$ cat src/rtl/serdac_pkg.sv
// Package: constants and helpers shared by the serial DAC front end.
// Assumes the serial word is always 16 bits, whatever the resolution.
package serdac_pkg;
    localparam int unsigned FRAME_BITS = 16;
    localparam int unsigned CNT_W      = $clog2(FRAME_BITS + 1);

    // Value loaded into the code register on reset or on clear.
    function automatic logic [FRAME_BITS-1:0] reset_code(input int unsigned res_bits,
                                                         input bit mid);
        logic [FRAME_BITS-1:0] v;
        v = '0;
        if (mid) v[res_bits-1] = 1'b1;
        return v;
    endfunction
endpackage

$ cat src/rtl/serdac_sync.sv
// Module: multi-stage synchronizer for a bus of independent asynchronous bits.
// Assumes that each bit is sampled on its own; bits are not coherent with each other.
module serdac_sync #(
    parameter int unsigned WIDTH  = 3,
    parameter int unsigned STAGES = 2,
    parameter logic [WIDTH-1:0] INIT = '0
) (
    input  logic             clk,
    input  logic             rst_n,
    input  logic [WIDTH-1:0] async_i,
    output logic [WIDTH-1:0] sync_o
);
    logic [WIDTH-1:0] stg [STAGES];

    // First stage samples the raw inputs.
    always_ff @(posedge clk) begin
        if (!rst_n) stg[0] <= INIT;
        else        stg[0] <= async_i;
    end

    for (genvar s = 1; s < STAGES; s++) begin : g_stage
        // Each further stage re-samples the stage before it.
        always_ff @(posedge clk) begin
            if (!rst_n) stg[s] <= INIT;
            else        stg[s] <= stg[s-1];
        end
    end

    assign sync_o = stg[STAGES-1];
endmodule

$ cat src/rtl/serdac_shifter.sv
// Module: serial shift register with a saturating bit counter and a frame abort marker.
// Assumes its inputs are already synchronised and edge-detected. A select fall and
// a serial clock rise are expected not to be detected in the same cycle.
module serdac_shifter
    import serdac_pkg::*;
(
    input  logic                  clk,
    input  logic                  rst_n,
    input  logic                  frame_on,
    input  logic                  frame_start,
    input  logic                  bit_strobe,
    input  logic                  bit_val,
    input  logic                  clr_s_n,
    output logic [FRAME_BITS-1:0] word_o,
    output logic [CNT_W-1:0]      bit_cnt_o,
    output logic                  frame_full_o,
    output logic                  abort_o
);
    localparam logic [CNT_W-1:0] CNT_MAX = CNT_W'(FRAME_BITS);

    assign frame_full_o = (bit_cnt_o == CNT_MAX);

    // Shifts data in MSB first and counts edges, saturating at a full word.
    always_ff @(posedge clk) begin
        if (!rst_n) begin
            word_o    <= '0;
            bit_cnt_o <= '0;
        end else if (frame_start) begin
            bit_cnt_o <= '0;
        end else if (frame_on && bit_strobe) begin
            word_o <= {word_o[FRAME_BITS-2:0], bit_val};
            if (!frame_full_o) bit_cnt_o <= bit_cnt_o + 1'b1;
        end
    end

    // Marks a frame as discarded if the clear is seen while the frame is open.
    always_ff @(posedge clk) begin
        if (!rst_n)                     abort_o <= 1'b0;
        else if (frame_start)           abort_o <= !clr_s_n;
        else if (frame_on && !clr_s_n)  abort_o <= 1'b1;
    end
endmodule

$ cat src/rtl/serdac_latch.sv
// Module: code holding register with asynchronous clear, plus the sticky frame error flag.
// Assumes that load_en and frame_done are single-cycle pulses in the clk domain.
module serdac_latch
    import serdac_pkg::*;
#(
    parameter int unsigned RES_BITS  = 14,
    parameter bit          MID_RESET = 1'b1
) (
    input  logic                  clk,
    input  logic                  rst_n,
    input  logic                  clr_n,
    input  logic                  load_en,
    input  logic                  frame_done,
    input  logic                  frame_full,
    input  logic [FRAME_BITS-1:0] word_i,
    output logic [RES_BITS-1:0]   code_o,
    output logic                  frame_err_o
);
    localparam logic [FRAME_BITS-1:0] RST_WORD = reset_code(RES_BITS, MID_RESET);
    localparam logic [RES_BITS-1:0]   RST_CODE = RST_WORD[RES_BITS-1:0];

    logic [RES_BITS-1:0] code_next;
    assign code_next = word_i[FRAME_BITS-1 -: RES_BITS];

    if (RES_BITS < FRAME_BITS) begin : g_trail
        logic unused_trail;
        assign unused_trail = ^word_i[FRAME_BITS-RES_BITS-1:0];
    end

    // Holds the code; clear acts at once, reset and load act at the clock edge.
    always_ff @(posedge clk or negedge clr_n) begin
        if (!clr_n)       code_o <= RST_CODE;
        else if (!rst_n)  code_o <= RST_CODE;
        else if (load_en) code_o <= code_next;
    end

    // Sets the error flag on a finished short frame; clears it on a complete one.
    always_ff @(posedge clk) begin
        if (!rst_n)          frame_err_o <= 1'b0;
        else if (frame_done) frame_err_o <= !frame_full;
    end
endmodule

$ cat src/rtl/serdac_front.sv
// Module: top of the serial DAC front end. It synchronises the link, detects edges,
// shifts in the word and loads the code on the select's rising edge.
// Assumes clk runs at least four times the serial clock rate.
module serdac_front
    import serdac_pkg::*;
#(
    parameter int unsigned RES_BITS    = 14,
    parameter bit          MID_RESET   = 1'b1,
    parameter int unsigned SYNC_STAGES = 2
) (
    input  logic                clk,
    input  logic                rst_n,
    input  logic                clr_n,
    input  logic                link_sclk,
    input  logic                link_csn,
    input  logic                link_sdata,
    output logic [RES_BITS-1:0] code_o,
    output logic                frame_err_o
);
    // Bit order on the synchroniser bus: {clear, data, select, serial clock}.
    logic [3:0] sync_bus;
    logic       sclk_s, csn_s, sdata_s, clr_s_n;
    logic       sclk_q, csn_q;
    logic       sclk_rise, cs_fall, cs_rise;
    logic [FRAME_BITS-1:0] word;
    logic [CNT_W-1:0]      bit_cnt;
    logic                  frame_full;
    logic                  frame_abort;
    logic                  frame_done;
    logic                  load_en;

    serdac_sync #(
        .WIDTH (4),
        .STAGES(SYNC_STAGES),
        .INIT  (4'b1010)
    ) sync_i (
        .clk    (clk),
        .rst_n  (rst_n),
        .async_i({clr_n, link_sdata, link_csn, link_sclk}),
        .sync_o (sync_bus)
    );

    assign sclk_s  = sync_bus[0];
    assign csn_s   = sync_bus[1];
    assign sdata_s = sync_bus[2];
    assign clr_s_n = sync_bus[3];

    // Keeps the previous synchronised levels for edge detection.
    always_ff @(posedge clk) begin
        if (!rst_n) begin
            sclk_q <= 1'b0;
            csn_q  <= 1'b1;
        end else begin
            sclk_q <= sclk_s;
            csn_q  <= csn_s;
        end
    end

    assign sclk_rise  = sclk_s & ~sclk_q;
    assign cs_fall    = ~csn_s & csn_q;
    assign cs_rise    = csn_s & ~csn_q;
    assign frame_done = cs_rise & ~frame_abort;
    assign load_en    = frame_done & frame_full;

    serdac_shifter shift_i (
        .clk         (clk),
        .rst_n       (rst_n),
        .frame_on    (~csn_s),
        .frame_start (cs_fall),
        .bit_strobe  (sclk_rise),
        .bit_val     (sdata_s),
        .clr_s_n     (clr_s_n),
        .word_o      (word),
        .bit_cnt_o   (bit_cnt),
        .frame_full_o(frame_full),
        .abort_o     (frame_abort)
    );

    serdac_latch #(
        .RES_BITS (RES_BITS),
        .MID_RESET(MID_RESET)
    ) latch_i (
        .clk        (clk),
        .rst_n      (rst_n),
        .clr_n      (clr_n),
        .load_en    (load_en),
        .frame_done (frame_done),
        .frame_full (frame_full),
        .word_i     (word),
        .code_o     (code_o),
        .frame_err_o(frame_err_o)
    );
endmodule

$ cat config.mk
export PLATFORM = sky130hd
export DESIGN_NAME = serdac_front
export DESIGN_NICKNAME = d
export VERILOG_FILES = /design/src/rtl/serdac_pkg.sv /design/src/rtl/serdac_sync.sv /design/src/rtl/serdac_shifter.sv /design/src/rtl/serdac_latch.sv /design/src/rtl/serdac_front.sv
export SDC_FILE = /design/constraint.sdc
export NUM_CORES = 1
export LEC_CHECK = 0
export CAP_MARGIN = 20
export CELL_PAD_IN_SITES_DETAIL_PLACEMENT = 0
export CELL_PAD_IN_SITES_GLOBAL_PLACEMENT = 1
export CORE_AREA = 2 2 63 65
export CTS_BUF_LIST = sky130_fd_sc_hd__clkbuf_16
export CTS_CLUSTER_DIAMETER = 40
export DETAILED_ROUTE_END_ITERATION = 6
export DIE_AREA = 0 0 65 67
export DONT_BUFFER_PORTS = 1
export PLACE_DENSITY = 0.82
export SLEW_MARGIN = 10
export SYNTH_ARGS = -nofsm -noshare
export SYNTH_HDL_FRONTEND = slang
export SYNTH_SLANG_ARGS = --single-unit
$ cat constraint.sdc
create_clock -name clk -period 2.2 [get_ports clk]
set_clock_uncertainty 0.15 [all_clocks]
set_input_delay 0.22 -clock clk [delete_from_list [all_inputs] [get_ports clk]]
set_output_delay 0.22 -clock clk [all_outputs]
set_load 0.03 [all_outputs]
==> flow_summary.json, run 1 <==
{
  "clk-insertion-delay-late_ps": 280,
  "slowest_delay_ps": 380,
  "io_pins": 21,
  "grt_overflow": 0,
  "cap_violations": 0,
  "crit_slowest_cell": "dfxtp_1",
  "tns_ps": 0,
  "ys.flop_type": "dfxtp_1",
  "vias_per_cell": 5.210,
  "cts_resized": 0,
  "synth_top_family_by_area": "simple AND/OR/NAND/NOR gates",
  "worst-path-max-fanout": 15,
  "mostFrequentLayoutCell": "dfxtp_1",
  "yosysWarnings": 0,
  "synth_fa_ha_area_share_pct": 1.374,
  "cts.clk_slew.worst_paths_ps": 60,
  "synthXorXnorAreaFrac_pct": 0,
  "synth_cell_types": 24,
  "met1_usage_pct": 18.76,
  "clk_path_buf_depth": 2,
  "grt_max_degree": 69,
  "die_y_microns": 67,
  "final_cells": 229,
  "whs_path_depth": 2,
  "dpl_cell_area_sq_um": 1823,
  "dp_cells": 216,
  "cts_max_level": 2,
  "core_area_sq_um": 3606,
  "cts_inserted_buffers": 5,
  "drive_gt1_share_pct": 7.182,
  "status": "finished clean",
  "worst_pin_slew_ps": 717.4,
  "fin_nets": 188,
  "antenna_found_initial": 0,
  "cp-start-kind": "flop",
  "cp.required_ps": 2250,
  "grt_use_met3_pct": 6.419,
  "drc": 0,
  "crit_chain": "inv_1, ha_1, nand4bb_1, nand2b_1, buf_4, mux2i_1",
  "grt_pass1_wl_microns": 5195,
  "postRouteAntennaNets": 0,
  "max_clock_freq_mhz": 614.3,
  "critPathArrivalTime_ps": 1680,
  "synth_compound_gate_area_share_pct": 5.220,
  "rsz0062_at_grt": "no",
  "area_delta_synth_final_pct": 12.36,
  "critPathKind": "reg -> reg",
  "synthArstFlopShare_pct": 29.79,
  "die-area_sq_um": 4355,
  "drt-initial-drc-count": 66,
  "synth_top_area_share_pct": 36.26,
  "synth-simple-area-share_pct": 22.94,
  "period_share_pct": 73.99,
  "dp_hpwl_microns": 1835,
  "synth_cells": 180,
  "layout_common_cells": "dfxtp_1, nand2_1, nand3_1",
  "drt_wl_total_microns": 3020,
  "rows": 22,
  "syn-cell-area_sq_um": 1822,
  "ir_drop_v": 0.0004632,
  "vias": 1193,
  "syn_avg_cell_area_sq_um": 10.12,
  "cts-root-buf": "clkbuf_16",
  "cts_tree": "done",
  "setup_viol": 0,
  "die_w_microns": 65,
  "wl_per_cell_microns": 13.19,
  "finalCriticalPeriod_ps": 1628,
  "cts_sinks": 47,
  "yosys_register_bits": 47,
  "diodes": 0,
  "start_util_pct": 50.52,
  "p_leak_uw": 0.0008892,
  "syn_nets": 188,
  "synth_mux_area_share_pct": 10.44,
  "postLayoutCellArea_sq_um": 2047,
  "synth.area.top_cells": "dfxtp_1, dfrtp_1, mux2i_1",
  "grt_usage_pct": 16.19,
  "grt_pass1_vias": 1151,
  "min_path_type": "in -> reg",
  "use_met2_pct": 26.03,
  "power.density_nw_per_um2": 846.4,
  "drtPass1Iterations": 4,
  "synth_edf_count": 0,
  "finalMaxSlewViolations": 0,
  "yosysTopAreaCell": "dfxtp_1",
  "maxSlewHeadroom_pct": 52.02,
  "io_buffer_count": 0,
  "gp_congestion": 0.7456,
  "busiest_layer": "met2",
  "hold_viol": 0,
  "crit_path_end_kind": "flop",
  "ys_seq_area_share_pct": 55.56,
  "hold_ws_ps": 34.78,
  "reg2reg_depth": 6
}
[cells in the mapped netlist (3+ instances only)]
library cell  count
dfxtp_1          33
nand2_1          29
nand3_1          25
mux2i_1          19
o21ai_0          16
dfrtp_1          13
nand2b_1          7
and2_1            6
clkbuf_1          6
buf_2             5
nand3b_1          3
[layout make-up]
cell class	count	area [sq um]
inverters	2	7.507
flip-flops and latches	47	1012
repair buffers	7	75.07
well taps	48	60.06
clock buffers	5	125.1
fillers	308	1559
clock inverters	3	38.79
multi-input cells	117	728.2
[final timing paths]
check,startpoint,endpoint,slack [ps]
worst max-delay path,shift_i.bit_cnt_o[0],latch_i.code_o[10],570
worst min-delay path,rst_n,latch_i.code_o[13],30
worst max register to register,shift_i.bit_cnt_o[0],latch_i.code_o[10],570
worst min register to register,sync_i.stg[0][3],sync_i.stg[1][3],250
max in group asynchronous,clr_n,latch_i.code_o[6],1160
min in group asynchronous,clr_n,latch_i.code_o[12],290
[critical path: cells and delay by family (launching register included)]
| kind | cells | cell delay [ps] |
|---|---|---|
| fa+ha+maj | 1 | 200 |
| flops | 1 | 380 |
| mux | 1 | 230 |
| buf+inv | 2 | 330 |
| simple gates | 2 | 250 |
[sequential cells by signal (all words and copies together), names as in the netlist]
register	cells
sync_i.stg	8
latch_i.frame_err_o	1
sclk_q	1
shift_i.abort_o	1
shift_i.bit_cnt_o	5
csn_q	1
latch_i.code_o	14
shift_i.word_o	16
[stage by stage]
| step | setup slack, ps | utilization, % | power (uW) |
|---|---|---|---|
| global placement | 664.5 | 50.56 | 902.8 |
| floorplan | 713.3 | - | 917.6 |
| global route | 467.5 | 56.77 | 1806 |
| detailed placement | 592.0 | 50.56 | 903.7 |
| finish | 572.1 | 56.77 | 1732 |
| CTS | 559.4 | 56.77 | 1763 |
[kinds of logic after synthesis]
family	after synthesis
simple gates	78
flops	47
mux	19
compound gates	18
buf+inv	16
fa+ha+maj	2
[where the power goes]
group | switching [uW] | total (uW) | internal [uW]
logic | 28.6 | 46.5 | 18.0
clock network | 287 | 816 | 529
registers | 5.43 | 870 | 864
total | 321 | 1730 | 1410
[timing repair]
action	4_1_cts	5_1_grt
endpoints found under the setup margin	0	0
hold buffers	5	0
buffers inserted	0	0
endpoints found under the hold margin	61	0
[metal layers]
metal | up-vias | share of wire (%)
li1 | 608 | -
met1 | 546 | 45
met2 | 34 | 46
met3 | 5 | 7.0
met4 | 0 | 1.9
met5 | - | 0
Power figures use the tool's default switching activity.
==> inputs of run 2 (changes only) <==
--- a/config.mk
+++ b/config.mk
@@ -8,13 +8,13 @@
 export CAP_MARGIN = 20
 export CELL_PAD_IN_SITES_DETAIL_PLACEMENT = 0
 export CELL_PAD_IN_SITES_GLOBAL_PLACEMENT = 1
-export CORE_AREA = 2 2 63 65
+export CORE_AREA = 2 2 66 68
 export CTS_BUF_LIST = sky130_fd_sc_hd__clkbuf_16
 export CTS_CLUSTER_DIAMETER = 40
 export DETAILED_ROUTE_END_ITERATION = 6
-export DIE_AREA = 0 0 65 67
+export DIE_AREA = 0 0 68 70
 export DONT_BUFFER_PORTS = 1
-export PLACE_DENSITY = 0.82
+export PLACE_DENSITY = 0.76
 export SLEW_MARGIN = 10
 export SYNTH_ARGS = -nofsm -noshare
 export SYNTH_HDL_FRONTEND = slang
==> constraint.sdc (replaced) <==
create_clock -name clk -period 1.6 [get_ports clk]
set_clock_uncertainty 0.15 [all_clocks]
set_input_delay 0.16 -clock clk [delete_from_list [all_inputs] [get_ports clk]]
set_output_delay 0.16 -clock clk [all_outputs]
set_load 0.03 [all_outputs]
==> run 2 against run 1 <==
Clock-buffer cell count unchanged. Register-to-register slack lost 490 ps. Non-clock buffer count grew 14. Hold slack got worse by 15 ps. Combinational power is 48% higher. Power grew 31%. Die area up 9.3%. Clock power up 23%. Global-route usage increased by 0.42 points. Final area up 8.7%. Critical path depth fell by 3. Sequential power increased by 38%. Largest cell class unchanged.
==> flow_summary.json, run 2 (same netlist as run 1, synthesis figures left out) <==
{
  "postRouteAntennaNets": 0,
  "tns_ps": 0,
  "maxSlewHeadroom_pct": 49.67,
  "start_util_pct": 43.96,
  "timing.rr.end": "latch_i.code_o[1]",
  "drtPass1Iterations": 4,
  "mostFrequentLayoutCell": "dfxtp_1",
  "p_leak_uw": 0.0009415,
  "critPathKind": "reg -> reg",
  "drive_gt1_share_pct": 10.77,
  "io_buffer_count": 0,
  "diodes": 0,
  "layout_common_cells": "dfxtp_1, nand2_1, nand3_1",
  "core_area_sq_um": 4144,
  "drc": 0,
  "rr_startpoint": "latch_i.code_o[1]",
  "fin_nets": 202,
  "worst-path-max-fanout": 2,
  "finalMaxSlewViolations": 0,
  "use_met2_pct": 26.43,
  "vias": 1305,
  "antenna_found_initial": 0,
  "die_y_microns": 70,
  "rrSetupSlack_ps": 90,
  "grt_use_met3_pct": 6.119,
  "gp_congestion": 0.7359,
  "cts_sinks": 47,
  "drt-initial-drc-count": 71,
  "grt_pass1_vias": 1283,
  "die_w_microns": 68,
  "power.density_nw_per_um2": 1018,
  "busiest_layer": "met2",
  "max_clock_freq_mhz": 660.8,
  "cts_max_level": 2,
  "crit_path_start": "latch_i.code_o[1]",
  "clk-insertion-delay-late_ps": 280,
  "grt_overflow": 0,
  "cp-start-kind": "flop",
  "die-area_sq_um": 4760,
  "cp-endpoint": "latch_i.code_o[1]",
  "reg2reg_depth": 3,
  "met1_usage_pct": 20.37,
  "cp.required_ps": 1660,
  "cts_tree": "done",
  "rows": 24,
  "vias_per_cell": 5.283,
  "worst_pin_slew_ps": 752.5,
  "io_pins": 21,
  "setup_viol": 0,
  "cts-root-buf": "clkbuf_16",
  "period_share_pct": 94.58,
  "cts.clk_slew.worst_paths_ps": 60,
  "largest_reg_flops": 16,
  "finalCriticalPeriod_ps": 1513,
  "area_delta_synth_final_pct": 22.18,
  "ir_drop_v": 0.0006223,
  "clk_path_buf_depth": 2,
  "status": "finished clean",
  "grt_pass1_wl_microns": 5975,
  "top_register": "shift_i.word_o",
  "crit_path_end_kind": "flop",
  "top_regs": "shift_i.word_o x16, latch_i.code_o x14, sync_i.stg x8",
  "grt_max_degree": 55,
  "cts_inserted_buffers": 5,
  "min_path_type": "in -> reg",
  "dp_hpwl_microns": 1967,
  "critPathArrivalTime_ps": 1570,
  "cap_violations": 0,
  "wl_per_cell_microns": 14.27,
  "drt_wl_total_microns": 3524,
  "grt_usage_pct": 16.61,
  "p_total_uw": 2267,
  "hold_viol": 0
}
run 2: metal layers:
metal / vias up / routed length (microns)
met5: - / 0
met3: 8 / 186
met4: 0 / 57
li1: 641 / -
met1: 634 / 1577
met2: 22 / 1703
run 2: layout make-up:
type / instances / area [sq um]
clock buffers: 5 / 125.1
flip-flops and latches: 47 / 1020
inverters: 2 / 7.507
well taps: 52 / 65.06
clock inverters: 3 / 20.02
repair buffers: 21 / 252.7
fillers: 378 / 1918
multi-input cells: 117 / 735.7
run 2: how the worst min path moves through the flow:
stage	from	to	slack [ps]	depth (start not counted)
2_1_floorplan	clr_n	latch_i.code_o[0]	-290	0
3_3_place_gp	clr_n	latch_i.code_o[3]	-290	0
3_5_place_dp	clr_n	latch_i.code_o[4]	-290	0
4_1_cts	rst_n	sync_i.stg[0][3]	8	2
5_1_grt	rst_n	sync_i.stg[0][3]	20	2
6_report	rst_n	sync_i.stg[0][3]	20	2
run 2: metrics by stage:
| stage | util, % | hold WS [ps] | instances | setup slack, ps | area (sq um) |
|---|---|---|---|---|---|
| after floorplan | - | -285.6 | 180 | 113.3 | 1822 |
| after detailed placement | 44.72 | -285.4 | 220 | 0.3998 | 1853 |
| after global placement | 44.72 | -285.2 | 220 | 136.8 | 1853 |
| after CTS | 52.60 | 8.492 | 245 | 45.00 | 2180 |
| after global routing | 53.71 | 21.39 | 247 | -58.16 | 2226 |
| final | 53.71 | 19.29 | 247 | 86.78 | 2226 |
run 2: report_power, final:
group          leakage (uW)  switching (uW)  internal, uW
Sequential         0.000456            9.11          1190
Combinational      0.000420            37.5          31.1
Clock             0.0000658             428           575
run 2: worst max-delay path, stage by stage (launching register included):
cell and delay (ps):
dfrtp_1 510, nand2_1 90, dlygate4sd3_1 560, mux2i_1 130
run 2: what timing repair did:
action / 4_1_cts / 5_1_grt
buffers inserted: 0 / 1
setup endpoints to repair: 2 / 15
gates cloned: 0 / 1
hold endpoints to repair: 61 / 0
hold buffers: 17 / 0
gates resized for setup: 1 / 5
==> inputs of run 3 (changes only) <==
--- a/config.mk
+++ b/config.mk
@@ -19,3 +19,4 @@
 export SYNTH_ARGS = -nofsm -noshare
 export SYNTH_HDL_FRONTEND = slang
 export SYNTH_SLANG_ARGS = --single-unit
+export TNS_END_PERCENT = 100
==> constraint.sdc (replaced) <==
create_clock -name clk -period 1.45 [get_ports clk]
set_clock_uncertainty 0.15 [all_clocks]
set_input_delay 0.145 -clock clk [delete_from_list [all_inputs] [get_ports clk]]
set_output_delay 0.145 -clock clk [all_outputs]
set_load 0.03 [all_outputs]
==> run 3 against run 2 <==
Final area increased by 7.2%. Critical path depth increased by 3. Register-to-register slack got worse by 20 ps. Via count increased by 3.1%. Combinational power rose by 15%. Sequential share of layout area shrank 3.2 points. Non-clock buffer count grew 18. Critical path type unchanged. Largest cell class unchanged. Clock-buffer cell count is the same.
==> flow_summary.json, run 3 (same netlist as run 1, synthesis figures left out) <==
{
  "switching_share_pct": 19.88,
  "worst_pin_slew_ps": 682.9,
  "crit_chain": "inv_2, ha_2, nand4bb_4, buf_4, and2_4, mux2i_1",
  "cts_inserted_buffers": 5,
  "top_register": "shift_i.word_o",
  "grt_pass1_wl_microns": 6486,
  "rsz0062_at_grt": "no",
  "cts_tree": "done",
  "nFillCells": 353,
  "drt_wl_total_microns": 3713,
  "internal_power_uw": 1972,
  "p_comb_share_pct": 3.2,
  "finalCriticalPeriod_ps": 1384,
  "drc": 0,
  "gp_congestion": 0.6906,
  "timing.rr.end": "shift_i.bit_cnt_o[1]",
  "max_clock_freq_mhz": 722.5,
  "drtPass1Iterations": 4,
  "io_pins": 21,
  "critPathArrivalTime_ps": 1430,
  "area_delta_synth_final_pct": 30.98,
  "wl_per_cell_microns": 13.96,
  "dp_cells": 229,
  "postRouteAntennaNets": 0,
  "drt-initial-drc-count": 73,
  "clk-insertion-delay-late_ps": 280,
  "antenna_found_initial": 0,
  "path_buf_inv": 2,
  "ir_drop_v": 0.0007487,
  "p_leak_uw": 0.001018,
  "cp.required_ps": 1500,
  "final_cells": 266,
  "fin_nets": 221,
  "crit_slowest_cell": "dfxtp_2",
  "reg2reg_depth": 6,
  "die_w_microns": 68,
  "finalMaxSlewViolations": 0,
  "die_y_microns": 70,
  "largest_reg_flops": 16,
  "core_area_sq_um": 4144,
  "critPathKind": "reg -> reg",
  "worst-path-max-fanout": 3,
  "cpLargestDelayFamily": "flip-flops",
  "min_path_type": "in -> async",
  "vias": 1345,
  "cp-start-kind": "flop",
  "grt_overflow": 0,
  "crit_path_end_kind": "flop",
  "period_share_pct": 95.45,
  "fin_util_pct": 57.58,
  "cts.clk_slew.worst_paths_ps": 60,
  "dp_hpwl_microns": 1995,
  "dp_slack_ps": -68.97,
  "layout_common_cells": "dfxtp_1, nand2_1, dlygate4sd3_1",
  "start_util_pct": 43.96,
  "rr_startpoint": "shift_i.bit_cnt_o[0]",
  "setup_viol": 0,
  "power.density_nw_per_um2": 1032,
  "cts_max_level": 2,
  "switching_power_uw": 489.4,
  "rows": 24,
  "top_regs": "shift_i.word_o x16, latch_i.code_o x14, sync_i.stg x8",
  "grt_usage_pct": 18.10,
  "cts-root-buf": "clkbuf_16",
  "vias_per_cell": 5.056,
  "clk_path_buf_depth": 2,
  "drive_gt1_share_pct": 14.49,
  "cts_sinks": 47,
  "clock_power_share_pct": 43.1,
  "cap_violations": 0,
  "io_buffer_count": 0,
  "seqPwrFrac_pct": 53.7,
  "rrSetupSlack_ps": 70,
  "grt_max_degree": 46,
  "setup_ws_ps": 66.00,
  "mostFrequentLayoutCell": "dfxtp_1",
  "die-area_sq_um": 4760,
  "slowest_delay_ps": 330,
  "diodes": 0,
  "maxSlewHeadroom_pct": 54.32,
  "status": "finished clean",
  "hold_viol": 0,
  "grt_pass1_vias": 1399
}
-- run 3: what timing repair did --
item                                   4_1_cts  5_1_grt
hold buffers                                27        0
pin swaps                                    0        0
buffers inserted                             1        0
setup endpoints to repair                   17       17
gates cloned                                 1        0
endpoints found under the hold margin       61        0
gates resized for setup                      5        1
-- run 3: worst max-delay path by stage --
stage	startpoint	endpoint	slack (ps)	cells past startpoint
floorplan	shift_i.bit_cnt_o[0]	latch_i.code_o[13]	4	7
global placement	shift_i.bit_cnt_o[0]	latch_i.code_o[6]	-3	5
detailed placement	shift_i.bit_cnt_o[0]	latch_i.code_o[11]	-70	5
CTS	sync_i.stg[1][1]	latch_i.code_o[11]	30	3
global route	shift_i.bit_cnt_o[1]	shift_i.bit_cnt_o[1]	6	6
finish	shift_i.bit_cnt_o[0]	shift_i.bit_cnt_o[1]	70	6
-- run 3: metrics by stage --
step                      area [sq um]  setup TNS (ps)  hold WS [ps]  total power, uW
after CTS                         2385               0         218.1             2488
after global placement            1918          -12.59        -300.2             1371
after detailed placement          1918          -553.9        -300.3             1372
after floorplan                   1836               0        -300.6             1393
final                             2386               0         192.8             2462
after global routing              2386               0         258.5             2543
-- run 3: final cells by class --
| cell class | count | area [sq um] | area share (%) |
|---|---|---|---|
| inverter | 2 | 7.507 | 0.3146 |
| timing repair buffer | 39 | 382.9 | 16.05 |
| multi-input combinational | 118 | 777.0 | 32.56 |
| sequential | 47 | 1016 | 42.58 |
| clock buffer | 5 | 125.1 | 5.244 |
| clock inverter | 3 | 12.51 | 0.5244 |
| tap | 52 | 65.06 | 2.727 |
-- run 3: power groups by stage --
| stage | clock network, uW | logic [uW] | registers (uW) |
|---|---|---|---|
| 2_1_floorplan | 0 | 47.4 | 1350 |
| 3_3_place_gp | 0 | 24.1 | 1350 |
| 3_5_place_dp | 0 | 25.1 | 1350 |
| 4_1_cts | 1090 | 79.5 | 1320 |
| 5_1_grt | 1130 | 87.8 | 1320 |
| 6_report | 1060 | 78.9 | 1320 |
-- run 3: layer usage --
metal	up-vias	track usage (%)	part of all wire [%]
li1	672	-	-
met1	654	22.20	44
met2	14	29.23	50
met3	5	6.280	4.7
met4	0	6.000	1.6
met5	-	0	0
